**src/rtl/phytst_pkg.sv**
```systemverilog
// Package: phytst_pkg
// Shared step encoding and pin-level decode for the PHY test-port sequencer.
// Assumes an 8-bit test data path on the port.
package phytst_pkg;

    parameter int TST_DW = 8;

    typedef enum logic [3:0] {
        ST_IDLE,
        ST_CLR_HI,
        ST_CLR_LO,
        ST_SETUP,
        ST_CODE,
        ST_EN,
        ST_CLKLO,
        ST_ENLO,
        ST_DATA,
        ST_CLKHI
    } step_e;

    typedef struct packed {
        logic              clk;
        logic              en;
        logic              clr;
        logic [TST_DW-1:0] din;
    } pins_t;

    // Successor of a timed step once its hold interval has elapsed.
    function automatic step_e next_step(input step_e s);
        case (s)
            ST_CLR_HI: next_step = ST_CLR_LO;
            ST_CLR_LO: next_step = ST_IDLE;
            ST_SETUP:  next_step = ST_CODE;
            ST_CODE:   next_step = ST_EN;
            ST_EN:     next_step = ST_CLKLO;
            ST_CLKLO:  next_step = ST_ENLO;
            ST_ENLO:   next_step = ST_DATA;
            ST_DATA:   next_step = ST_CLKHI;
            default:   next_step = ST_IDLE;
        endcase
    endfunction

    // Port levels that belong to each step.
    function automatic pins_t pins_for(input step_e s,
                                       input logic [TST_DW-1:0] code,
                                       input logic [TST_DW-1:0] data);
        pins_t p;
        p.clk = 1'b1;
        p.en  = 1'b0;
        p.clr = 1'b0;
        p.din = '0;
        case (s)
            ST_CLR_HI: p.clr = 1'b1;
            ST_CODE:   p.din = code;
            ST_EN:     begin p.en = 1'b1; p.din = code; end
            ST_CLKLO:  begin p.clk = 1'b0; p.en = 1'b1; p.din = code; end
            ST_ENLO:   begin p.clk = 1'b0; p.din = code; end
            ST_DATA:   begin p.clk = 1'b0; p.din = data; end
            ST_CLKHI:  p.din = data;
            default:   ;
        endcase
        return p;
    endfunction

endpackage

```
**src/rtl/phytst_hold_timer.sv**
```systemverilog
// Module: phytst_hold_timer
// Counts system clocks inside one step and flags the last cycle of it.
// Assumes: the span is latched on 'load' (a request acceptance); a zero
// span request is widened to one cycle.
module phytst_hold_timer #(
    parameter int HOLD_W = 8
) (
    input  logic              clk,
    input  logic              rst_n,
    input  logic              load,
    input  logic [HOLD_W-1:0] hold_cycles,
    input  logic              active,
    output logic              step_end
);

    localparam logic [HOLD_W-1:0] ONE = {{(HOLD_W-1){1'b0}}, 1'b1};

    logic [HOLD_W-1:0] span_q;
    logic [HOLD_W-1:0] cnt_q;
    logic [HOLD_W-1:0] span_eff;

    // Widen a zero request to the one-cycle minimum.
    always_comb begin
        span_eff = (hold_cycles == '0) ? ONE : hold_cycles;
    end

    // Last cycle of the current step.
    always_comb begin
        step_end = active && (cnt_q == (span_q - ONE));
    end

    // Latch the span at acceptance and count cycles within the step.
    always_ff @(posedge clk) begin
        if (!rst_n) begin
            span_q <= ONE;
            cnt_q  <= '0;
        end else if (load) begin
            span_q <= span_eff;
            cnt_q  <= '0;
        end else if (step_end) begin
            cnt_q  <= '0;
        end else if (active) begin
            cnt_q  <= cnt_q + ONE;
        end
    end

endmodule

```
**src/rtl/phytst_step_fsm.sv**
```systemverilog
// Module: phytst_step_fsm
// Accepts clear and write requests and walks the step sequence.
// Assumes: requests are only looked at in idle; clear wins over a write
// in the same cycle; writes wait for one completed clear after reset.
module phytst_step_fsm
    import phytst_pkg::*;
(
    input  logic              clk,
    input  logic              rst_n,
    input  logic              start,
    input  logic              clr_req,
    input  logic [TST_DW-1:0] code,
    input  logic [TST_DW-1:0] wdata,
    input  logic              step_end,
    output logic              load,
    output step_e             state_d,
    output logic [TST_DW-1:0] code_q,
    output logic [TST_DW-1:0] data_q,
    output logic              capture,
    output logic              busy
);

    step_e state_q;
    logic  cleared_q;
    logic  take_wr;

    // Next-step selection and request acceptance.
    always_comb begin
        state_d = state_q;
        load    = 1'b0;
        take_wr = 1'b0;
        if (state_q == ST_IDLE) begin
            if (clr_req) begin
                state_d = ST_CLR_HI;
                load    = 1'b1;
            end else if (start && cleared_q) begin
                state_d = ST_SETUP;
                load    = 1'b1;
                take_wr = 1'b1;
            end
        end else if (step_end) begin
            state_d = next_step(state_q);
        end
    end

    // Final step completing means the returned byte is to be sampled.
    always_comb begin
        capture = step_end && (state_q == ST_CLKHI);
        busy    = (state_q != ST_IDLE);
    end

    // Step register and clear-completed flag.
    always_ff @(posedge clk) begin
        if (!rst_n) begin
            state_q   <= ST_IDLE;
            cleared_q <= 1'b0;
        end else begin
            state_q <= state_d;
            if (step_end && state_q == ST_CLR_LO) begin
                cleared_q <= 1'b1;
            end
        end
    end

    // Hold the write operands for the whole sequence.
    always_ff @(posedge clk) begin
        if (!rst_n) begin
            code_q <= '0;
            data_q <= '0;
        end else if (take_wr) begin
            code_q <= code;
            data_q <= wdata;
        end
    end

endmodule

```
**src/rtl/phytst_pin_drv.sv**
```systemverilog
// Module: phytst_pin_drv
// Registers the test-port levels for the coming step and captures the
// returned byte. Assumes operands are stable from the step after acceptance.
module phytst_pin_drv
    import phytst_pkg::*;
(
    input  logic              clk,
    input  logic              rst_n,
    input  step_e             state_d,
    input  logic [TST_DW-1:0] code_q,
    input  logic [TST_DW-1:0] data_q,
    input  logic              capture,
    input  logic [TST_DW-1:0] tst_dout,
    output logic              tst_clk,
    output logic              tst_en,
    output logic              tst_clr,
    output logic [TST_DW-1:0] tst_din,
    output logic              done,
    output logic [TST_DW-1:0] rdata
);

    pins_t pins_q;

    // Glitch-free port levels, updated on the same edge as the step.
    always_ff @(posedge clk) begin
        if (!rst_n) begin
            pins_q <= pins_for(ST_IDLE, '0, '0);
        end else begin
            pins_q <= pins_for(state_d, code_q, data_q);
        end
    end

    // Capture the returned byte and raise the completion strobe.
    always_ff @(posedge clk) begin
        if (!rst_n) begin
            done  <= 1'b0;
            rdata <= '0;
        end else begin
            done <= capture;
            if (capture) begin
                rdata <= tst_dout;
            end
        end
    end

    assign tst_clk = pins_q.clk;
    assign tst_en  = pins_q.en;
    assign tst_clr = pins_q.clr;
    assign tst_din = pins_q.din;

endmodule

```
**src/rtl/phytst_seq.sv**
```systemverilog
// Module: phytst_seq
// Top of the PHY test-port write sequencer: request FSM, step hold timer
// and registered pin driver. Assumes a synchronous active-low reset and
// that tst_dout is settled by the last cycle of the final step.
module phytst_seq
    import phytst_pkg::*;
#(
    parameter int HOLD_W = 8
) (
    input  logic              clk,
    input  logic              rst_n,
    input  logic [HOLD_W-1:0] hold_cycles,
    input  logic              clr_req,
    input  logic              start,
    input  logic [TST_DW-1:0] code,
    input  logic [TST_DW-1:0] wdata,
    output logic              busy,
    output logic              done,
    output logic [TST_DW-1:0] rdata,
    output logic              tst_clk,
    output logic              tst_en,
    output logic              tst_clr,
    output logic [TST_DW-1:0] tst_din,
    input  logic [TST_DW-1:0] tst_dout
);

    logic              load;
    logic              step_end;
    logic              capture;
    step_e             state_d;
    logic [TST_DW-1:0] code_q;
    logic [TST_DW-1:0] data_q;

    phytst_step_fsm u_fsm (
        .clk      (clk),
        .rst_n    (rst_n),
        .start    (start),
        .clr_req  (clr_req),
        .code     (code),
        .wdata    (wdata),
        .step_end (step_end),
        .load     (load),
        .state_d  (state_d),
        .code_q   (code_q),
        .data_q   (data_q),
        .capture  (capture),
        .busy     (busy)
    );

    phytst_hold_timer #(
        .HOLD_W (HOLD_W)
    ) u_timer (
        .clk         (clk),
        .rst_n       (rst_n),
        .load        (load),
        .hold_cycles (hold_cycles),
        .active      (busy),
        .step_end    (step_end)
    );

    phytst_pin_drv u_pins (
        .clk      (clk),
        .rst_n    (rst_n),
        .state_d  (state_d),
        .code_q   (code_q),
        .data_q   (data_q),
        .capture  (capture),
        .tst_dout (tst_dout),
        .tst_clk  (tst_clk),
        .tst_en   (tst_en),
        .tst_clr  (tst_clr),
        .tst_din  (tst_din),
        .done     (done),
        .rdata    (rdata)
    );

endmodule

```
**config.mk**
```make
export PLATFORM = sky130hd
export DESIGN_NAME = phytst_seq
export DESIGN_NICKNAME = d
export VERILOG_FILES = /design/src/rtl/phytst_pkg.sv /design/src/rtl/phytst_hold_timer.sv /design/src/rtl/phytst_step_fsm.sv /design/src/rtl/phytst_pin_drv.sv /design/src/rtl/phytst_seq.sv
export SDC_FILE = /design/constraint.sdc
export NUM_CORES = 1
export LEC_CHECK = 0
export ABC_AREA = 1
export BUFFER_PORTS_ARGS = -buffer_cell sky130_fd_sc_hd__buf_2
export CAP_MARGIN = 10
export CORE_AREA = 2 2 90 92
export DETAILED_ROUTE_END_ITERATION = 16
export DIE_AREA = 0 0 92 94
export GPL_ROUTABILITY_DRIVEN = 0
export PLACE_DENSITY = 0.56
export SETUP_SLACK_MARGIN = 0.4
export SYNTH_ARGS = -nofsm -noshare
export SYNTH_HDL_FRONTEND = slang
export SYNTH_SLANG_ARGS = --single-unit
export TNS_END_PERCENT = 30
```
**constraint.sdc**
```tcl
create_clock -name clk -period 6.75 [get_ports clk]
set_input_delay 0.675 -clock clk [delete_from_list [all_inputs] [get_ports clk]]
set_output_delay 0.675 -clock clk [all_outputs]
set_load 0.05 [all_outputs]
```
==> impl_metrics.yaml, run 1 <==
synthesis:
  avgSynthCellArea_sq_um: 7.09
  ys_warn_count: 0
  synth_edf_count: 0
  syn_area_sq_mm: 0.00297
  synth_fp_nets: 461
  ys_types: 34
  ys_ff_latch: 61
  synthCells: 419
  async_flop_share: 0
  synth-seq-area-share: 0.411
  synth_ff_type: "dfxtp_1"
floorplan:
  dieArea_sq_mm: 0.00865
  coreArea_sq_mm: 0.00761
  die_y_um: 94
  start_util: 0.390
  rows: 32
  fp.dieW_um: 92
  boundaryPins: 57
critical_path:
  max_stage_delay_ps: 600
  reg2reg_from: "u_fsm.state_q[2]"
  endpoint_kind: "flip-flop"
  cpMostUsedCell: "nor2_1"
  r2r_slack_ps: 3870
  crit_chain: "nor2_1, nand2_4, nor3_4, clkinv_1, nand3_1, nand2_1, ha_1, nor2_1, nor2_1"
  path_max_fanout: 18
  cp_data_required_time_ps: 6980
  path_delay_family: "simple AND/OR/NAND/NOR gates"
  critPathBufInv: 1
  rr_worst_depth: 9
  path_class: "flip-flop to flip-flop"
  cp_slowest_cell: "clkinv_1"
  arrival_ps: 3110
  cp-start-kind: "flip-flop"
sta:
  period_needed_ps: 2880
  finalCritPeriodShare: 0.427
  maxSlewHeadroom: 0.535
  fmax_ghz: 0.347
  rsz0062_at_grt: "false"
  tightest_slew_ps: 697
  fin_worst_skew_ps: 11.1
  maxSlewViolCount: 0
  final-setup-viol-count: 0
  final.setup.tns_ps: 0
  hold_viol: 0
routing:
  drc: 0
  drtPass1Iterations: 4
  ant_nets: 0
  post_drt_wl_per_cell_um: 11.6
  vias: 2696
  routed_wl_mm: 6.79
  dr.first_iter.drc_count: 115
  viasPerCell: 4.62
run_status:
  status: "finished, final reports clean"
worst_hold_path:
  worstHoldPathType: "flip-flop to flip-flop"
  whs_endpoint: "u_pins.tst_din[1]"
  hp-start: "u_fsm.code_q[1]"
  worstHoldPathCells: 2
global_routing:
  busiest_layer: "met2"
  use_met2: 0.254
  grt_pass1_vias: 2456
  grt.met3_usage: 0.0377
  grt_pass1_wl_mm: 11.1
  gr-usage-met1: 0.219
  grt_max_degree: 47
  antenna_found_initial: 0
  gr-total-overflow: 0
  grt_use_total: 0.163
pwr:
  clkPwrFrac: 0.317
  irDropWorstVdd_uv: 90.1
  swShare: 0.368
  power_density_mw_per_mm2: 289
  power_w: 0.00102
  leakage_nw: 1.74
  p_switching_w: 0.000376
  pwr-share-seq: 0.400
  p_int_w: 0.000645
  pwr-share-comb: 0.283
cts:
  cts_buffers: 9
  htreeDepth: 3
  cts_buffer_depth: 2
  cts_resized: 0
  cts_root_buffer: "clkbuf_8"
  clk-insertion-delay-late_ps: 340
  clkTransAtPathRegs_ps: 80
  cts_hold_buf: 0
  cts_tree: "built"
  clock-sinks: 61
  cts_setup_buffers: 0
run:
  drv_cap: 0
final_layout:
  final_common_cell: "nand2_1"
  final_cell_mix: "nand2_1, nor2_1, dfxtp_1, buf_2, inv_1"
  fin_cells: 583
  layout-area-overhead-vs-synth_pct: 19.0
  drive_above_1_share: 0.225
  fillers: 819
  final_nets: 518
  antennaDiodeCount: 0
place:
  dpl.hpwl_mm: 5.02
  port_buffers: 56
  place_inst: 567
[per-layer routing]
metal | vias up | routed length, um
met3 | 6 | 313
li1 | 1439 | -
met1 | 1195 | 3380
met5 | - | 0
met2 | 56 | 3020
met4 | 0 | 72
[cell type report]
| type | instances | area, sq um | share of cell area |
|---|---|---|---|
| Multi-Input combinational cell | 297 | 1520 | 0.429 |
| Sequential cell | 61 | 1220 | 0.345 |
| Tap cell | 102 | 128 | 0.0361 |
| Clock buffer | 9 | 124 | 0.0350 |
| Timing Repair Buffer | 56 | 280 | 0.0793 |
| Clock inverter | 7 | 75.1 | 0.0212 |
| Inverter | 51 | 193 | 0.0545 |
[worst min-delay path, delay by kind of cell, from the launching register on]
family,cells,cell delay (ps)
flops,1,330
simple gates,2,100
[state kept, by name, indices dropped and copies added (netlist names), named ones only]
register         cells
u_fsm.cleared_q      1
u_pins.tst_clk       1
u_fsm.data_q         8
u_timer.cnt_q        8
u_pins.rdata         8
u_fsm.state_q        4
u_pins.done          1
u_pins.tst_en        1
u_fsm.code_q         8
u_timer.span_q       8
u_pins.tst_din       8
u_pins.tst_clr       1
[how the worst max path moves through the flow]
| stage | start | endpoint | slack (ps) | cells after the start |
|---|---|---|---|---|
| after global routing | u_fsm.state_q[2] | flip-flop | 3520 | 9 |
| after CTS | u_fsm.state_q[2] | flip-flop | 3820 | 9 |
| after floorplan | u_timer.span_q[0] | flip-flop | 4500 | 17 |
| final | u_fsm.state_q[2] | flip-flop | 3870 | 9 |
| after detailed placement | start | flip-flop | 3640 | 9 |
| after global placement | start | flip-flop | 3690 | 9 |
[power groups by stage]
| stage | logic [W] | registers, W | clock network [W] |
|---|---|---|---|
| detailed placement | 0.000291 | 0.000416 | 0 |
| finish | 0.000289 | 0.000408 | 0.000323 |
| global route | 0.000326 | 0.000410 | 0.000348 |
| CTS | 0.000292 | 0.000408 | 0.000332 |
| floorplan | 0.000216 | 0.000421 | 0 |
| global placement | 0.000288 | 0.000415 | 0 |
[per-stage QoR]
step | hold WS (ps) | instance area, sq um | utilization | setup slack, ps
floorplan | 414 | 2970 | - | 4500
global placement | 428 | 3340 | 0.439 | 3690
detailed placement | 437 | 3340 | 0.439 | 3640
CTS | 453 | 3540 | 0.465 | 3820
global route | 471 | 3540 | 0.465 | 3520
finish | 450 | 3540 | 0.465 | 3870
[logic make-up (layout without fill, tap and decap cells)]
| logic type | after synthesis | after routing | share of synthesized area |
|---|---|---|---|
| AOI/OAI and AO/OA | 51 | 51 | 0.0876 |
| xor gates and xnor gates | 8 | 8 | 0.0236 |
| adders and majority gates | 6 | 6 | 0.0253 |
| buffers and inverters | 61 | 123 | 0.0788 |
| DFF | 61 | 61 | 0.411 |
| and+or+nand+nor | 232 | 232 | 0.374 |
[Yosys cell counts (2+ instances only)]
library cell / instances / area share
nand2_1: 82 / 0.10
nor2_1: 75 / 0.095
dfxtp_1: 61 / 0.41
inv_1: 38 / 0.048
o21ai_0: 31 / 0.052
nand3_1: 25 / 0.042
a21oi_1: 14 / 0.024
inv_2: 9 / 0.011
nand3b_1: 9 / 0.023
nor3_1: 9 / 0.015
nand2_2: 8 / 0.017
clkbuf_1: 6 / 0.0076
ha_1: 6 / 0.025
nor2_4: 5 / 0.019
xor2_1: 5 / 0.015
nand2_4: 4 / 0.015
o21ai_1: 4 / 0.0067
clkinv_1: 3 / 0.0038
nand4_1: 3 / 0.0063
xnor2_1: 3 / 0.0088
buf_2: 2 / 0.0034
nand3_2: 2 / 0.0067
nor2_2: 2 / 0.0042
nor4_1: 2 / 0.0042
or2_2: 2 / 0.0042
(Power assumes the default switching activity.)
==> run 2: changes to the inputs <==
- ABC_AREA: 1 -> 0
- CORE_AREA: 2 2 90 92 -> 2 2 86 88
- DIE_AREA: 0 0 92 94 -> 0 0 88 90
- PLACE_DENSITY: 0.56 -> 0.6
- clock period: 6.75 -> 2.5 ns (I/O delays scaled with it)
==> run 2 against run 1 <==
Effect of this change:
- via count down 18%
- largest power group unchanged
- global-route usage about the same
- largest cell class unchanged
- power rose to 2.7 times the previous value
==> impl_metrics.yaml, run 2 <==
critical_path:
  arrival_ps: 2740
  path_class: "flip-flop to flip-flop"
  cp-start-kind: "flip-flop"
  crit_chain: "inv_2, ha_4, o21ba_4, a221oi_2, o22ai_2, or3_4, o31a_1, and3_4, inv_4, ha_4, mux2i_1, nor2_1"
  endpoint_kind: "flip-flop"
  cp_slowest_cell: "dfxtp_2"
  cpMostUsedCell: "ha_4"
  path_max_fanout: 5
  cp_data_required_time_ps: 2740
  max_stage_delay_ps: 340
routing:
  drtPass1Iterations: 4
  post_drt_wl_per_cell_um: 12.8
  ant_nets: 0
  routed_wl_mm: 6.05
  drc: 0
  vias: 2217
  dr.first_iter.drc_count: 93
  viasPerCell: 4.68
final_layout:
  drive_above_1_share: 0.357
  final_common_cell: "dfxtp_1"
  design_area_sq_mm: 0.00365
  final_nets: 412
  antennaDiodeCount: 0
  layout-area-overhead-vs-synth_pct: 32.6
  final_cell_mix: "dfxtp_1, nand2_1, buf_2, buf_4, a21boi_0"
cts:
  clkTransAtPathRegs_ps: 80
  clock-sinks: 61
  cts_hold_buf: 0
  cts_buffers: 9
  cts_tree: "built"
  htreeDepth: 3
  cts_root_buffer: "clkbuf_8"
  cts_buffer_depth: 2
  clk-insertion-delay-late_ps: 350
sta:
  fin_worst_skew_ps: 9.05
  maxSlewViolCount: 0
  period_needed_ps: 2500
  final.setup.tns_ps: 0
  tightest_slew_ps: 640
  fmax_ghz: 0.401
  maxSlewHeadroom: 0.570
  finalCritPeriodShare: 0.998
  final-setup-viol-count: 0
  rsz0062_at_grt: "true"
  hold_viol: 0
floorplan:
  dieArea_sq_mm: 0.00792
  boundaryPins: 57
  fp.dieW_um: 88
  rows: 31
  coreArea_sq_mm: 0.00702
  start_util: 0.392
  die_y_um: 90
synthesis:
  synth_edf_count: 0
  synthTopCellsByCount: "dfxtp_1, nand2_1, a21boi_0"
  synthCells: 294
  ys_warn_count: 0
  ys_ff_latch: 61
  synth_top_area_frac: 0.443
  synth-seq-area-share: 0.443
  synth_ff_type: "dfxtp_1"
  syn_area_sq_mm: 0.00276
  synth_fp_nets: 336
  post-synth-top-area-cell: "dfxtp_1"
  async_flop_share: 0
  ys_types: 46
  avgSynthCellArea_sq_um: 9.37
  synth_area_leaders: "dfxtp_1, nand2_1, mux2i_1, a21boi_0, xnor2_1"
  yosysMostFrequentCell: "dfxtp_1"
global_routing:
  grt_use_total: 0.163
  grt_pass1_wl_mm: 10.1
  grt_pass1_vias: 2168
  gr-total-overflow: 0
  grt_max_degree: 25
  antenna_found_initial: 0
run:
  drv_cap: 0
place:
  port_buffers: 56
  dpl.hpwl_mm: 4.27
  place_area_sq_mm: 0.00327
pwr:
  power_density_mw_per_mm2: 763
  leakage_nw: 1.49
  power_w: 0.00279
  irDropWorstVdd_uv: 441
worst_hold_path:
  worstHoldPathType: "input pin to flip-flop"
run_status:
  status: "finished, final reports clean"
[run 2: what timing repair did]
| action | 4_1_cts | 5_1_grt |
|---|---|---|
| resized for setup | 3 | 27 |
| pin swaps | 0 | 9 |
| cloned | 0 | 1 |
| buffers inserted | 0 | 3 |
| endpoints found under the setup margin | 35 | 47 |
[run 2: report_power, final]
group	internal (W)	switching (W)	total (W)
registers	0.00102	0.0000534	0.00107
clock network	0.000565	0.000421	0.000987
logic	0.000341	0.000384	0.000726
[run 2: final timing paths]
path	from	end	slack, ps	cells after the start
worst min register to register	u_fsm.code_q[0]	u_fsm.code_q[0]	460	2
worst max register to register	u_timer.span_q[0]	flip-flop	4	12
worst min-delay path	code[1]	u_fsm.code_q[1]	130	3
worst max-delay path	u_timer.span_q[0]	flip-flop	4	12
[run 2: cell type report]
type / count / area, sq um
multi-input combinational: 212 / 1580
tap: 99 / 124
sequential: 61 / 1230
clock buffer: 9 / 124
inverter: 8 / 32.5
clock inverter: 7 / 98.8
timing repair buffer: 78 / 465
fill: 670 / 3370
[run 2: kinds of logic (layout without fill, tap and decap cells)]
kind of cell,count (synthesis),in the layout,share of synthesized area
AOI/OAI and AO/OA,51,51,0.146
and+or+nand+nor,120,121,0.227
adders and majority gates,6,6,0.0272
xor gates and xnor gates,18,18,0.0572
buffers and inverters,22,102,0.0386
muxes,16,16,0.0604
DFF,61,61,0.443
[run 2: critical path, delay by kind of cell, from the launching register on]
kind | cells | cell delay [ps]
compound gates | 4 | 850
flops | 1 | 340
mux | 1 | 130
fa+ha+maj | 2 | 360
simple gates | 3 | 600
buf+inv | 2 | 110
[run 2: per-stage QoR]
step	utilization	hold WS [ps]	worst slack, ps	instances
6_report	0.520	128	4.29	474
3_3_place_gp	0.466	441	41.2	454
4_1_cts	0.499	120	11.5	470
3_5_place_dp	0.466	447	12.4	454
5_1_grt	0.520	119	-135	474
2_1_floorplan	-	385	-20.5	294
[run 2: routing by layer]
| layer | share of wire | vias to the layer above | track usage |
|---|---|---|---|
| li1 | - | 1153 | - |
| met1 | 0.46 | 1009 | 0.206 |
| met2 | 0.48 | 51 | 0.253 |
| met3 | 0.047 | 4 | 0.0542 |
| met4 | 0.0079 | 0 | 0.0692 |
| met5 | 0 | - | 0 |
==> run 3: changes to the inputs <==
- PLACE_DENSITY: 0.6 -> 0.58
- clock period: 2.5 -> 2.9 ns (I/O delays scaled with it)
==> run 3 against run 2 <==
Effect of this change:
- core utilization shrank 1.7 points
- final cell count shrank 0.42%
- routed wire length shrank 0.18%
- first-iteration DRC count shrank 27%
- clock-buffer cell count is the same
- power shrank 21%
- non-clock buffer count shrank 1
- critical path type unchanged
==> impl_metrics.yaml, run 3 (synthesis results as in run 2) <==
run_status:
  status: "finished, final reports clean"
cts:
  htreeDepth: 3
  clock-sinks: 61
  clk-insertion-delay-late_ps: 350
  cts_root_buffer: "clkbuf_8"
  clkTransAtPathRegs_ps: 70
  cts_buffer_depth: 2
  cts_buffers: 9
  cts_tree: "built"
final_layout:
  fin_cells: 472
  final_common_cell: "dfxtp_1"
  postLayoutCoreUtil: 0.504
  final_nets: 410
  fillers: 699
  layout-area-overhead-vs-synth_pct: 28.4
  antennaDiodeCount: 0
  drive_above_1_share: 0.327
  final_cell_mix: "dfxtp_1, nand2_1, buf_2, buf_4, a21boi_0"
routing:
  ant_nets: 0
  routed_wl_mm: 6.04
  viasPerCell: 4.77
  post_drt_wl_per_cell_um: 12.8
  drc: 0
  drtPass1Iterations: 4
  vias: 2250
  dr.first_iter.drc_count: 68
global_routing:
  grt_pass1_vias: 2217
  grt_max_degree: 25
  grt_use_total: 0.165
  gr-total-overflow: 0
  grt_pass1_wl_mm: 10.2
  antenna_found_initial: 0
critical_path:
  cp_slowest_cell: "or3_4"
  cp_data_required_time_ps: 3140
  arrival_ps: 2810
  cp-start-kind: "flip-flop"
  crit_chain: "inv_4, ha_4, o21ba_4, a221oi_2, o22ai_2, or3_4, buf_4, nor4b_4, buf_6, mux2i_1, nor2b_1"
  endpoint_kind: "flip-flop"
  max_stage_delay_ps: 380
  path_max_fanout: 5
  path_class: "flip-flop to flip-flop"
sta:
  rsz0062_at_grt: "true"
  tightest_slew_ps: 655
  fmax_ghz: 0.388
  hold_viol: 0
  maxSlewHeadroom: 0.561
  fin_ws_ps: 326
  final-setup-viol-count: 0
  finalCritPeriodShare: 0.888
  fin_worst_skew_ps: 9.18
  maxSlewViolCount: 0
  period_needed_ps: 2570
  final.setup.tns_ps: 0
  whs_ps: 167
pwr:
  irDropWorstVdd_uv: 221
  power_density_mw_per_mm2: 622
  leakage_nw: 1.45
floorplan:
  die_y_um: 90
  rows: 31
  dieArea_sq_mm: 0.00792
  start_util: 0.392
  fp.dieW_um: 88
  boundaryPins: 57
  coreArea_sq_mm: 0.00702
run:
  drv_cap: 0
place:
  port_buffers: 56
  dpl.hpwl_mm: 4.25
  place_inst: 443
  dp_slack_ps: 146
worst_hold_path:
  worstHoldPathType: "input pin to flip-flop"
## run 3: per-layer routing
layer	part of all wire	GRT usage
met5	0	0
met4	0.021	0.0808
met3	0.036	0.0312
met2	0.46	0.256
met1	0.48	0.215
## run 3: worst paths after layout
kind         slack (ps)         endpoint  depth (start not counted)         startpoint
max                 330  u_pins.rdata[7]                         11  u_timer.span_q[0]
min                 170  u_fsm.code_q[7]                          3            code[7]
max reg2reg         330  u_pins.rdata[7]                         11  u_timer.span_q[0]
min reg2reg         460  u_fsm.code_q[1]                          2    u_fsm.code_q[1]
## run 3: power by group
| part | switching, W | internal [W] | total, W |
|---|---|---|---|
| Combinational | 0.000308 | 0.000286 | 0.000594 |
| Clock | 0.000361 | 0.000312 | 0.000673 |
| Sequential | 0.0000529 | 0.000880 | 0.000933 |
## run 3: layout make-up
| class | count | area, sq um | share of cell area |
|---|---|---|---|
| Inverter | 8 | 35.0 | 0.00990 |
| Clock buffer | 9 | 124 | 0.0350 |
| Sequential cell | 61 | 1230 | 0.347 |
| Clock inverter | 7 | 50.0 | 0.0141 |
| Tap cell | 99 | 124 | 0.0350 |
| Multi-Input combinational cell | 211 | 1520 | 0.430 |
| Timing Repair Buffer | 77 | 454 | 0.128 |
## run 3: timing repair
item	4_1_cts	5_1_grt
gates cloned	1	0
setup buffers	4	8
resized for setup	7	16
setup endpoints to repair	22	22
hold endpoints to repair	0	0
pin swaps	2	6
hold buffers	0	0
## run 3: through the flow
stage / area (sq um) / power, W
after floorplan: 2780 / 0.00129
after global placement: 3170 / 0.00143
after detailed placement: 3170 / 0.00143
after CTS: 3420 / 0.00214
after global routing: 3540 / 0.00232
final: 3540 / 0.00220
## run 3: critical path: cells and delay by family, from the launching register on
family / cells / cell delay [ps]
and+or+nand+nor: 3 / 720
AOI/OAI and AO/OA: 3 / 600
buffers and inverters: 3 / 380
DFF: 1 / 370
muxes: 1 / 220
adders and majority gates: 1 / 170
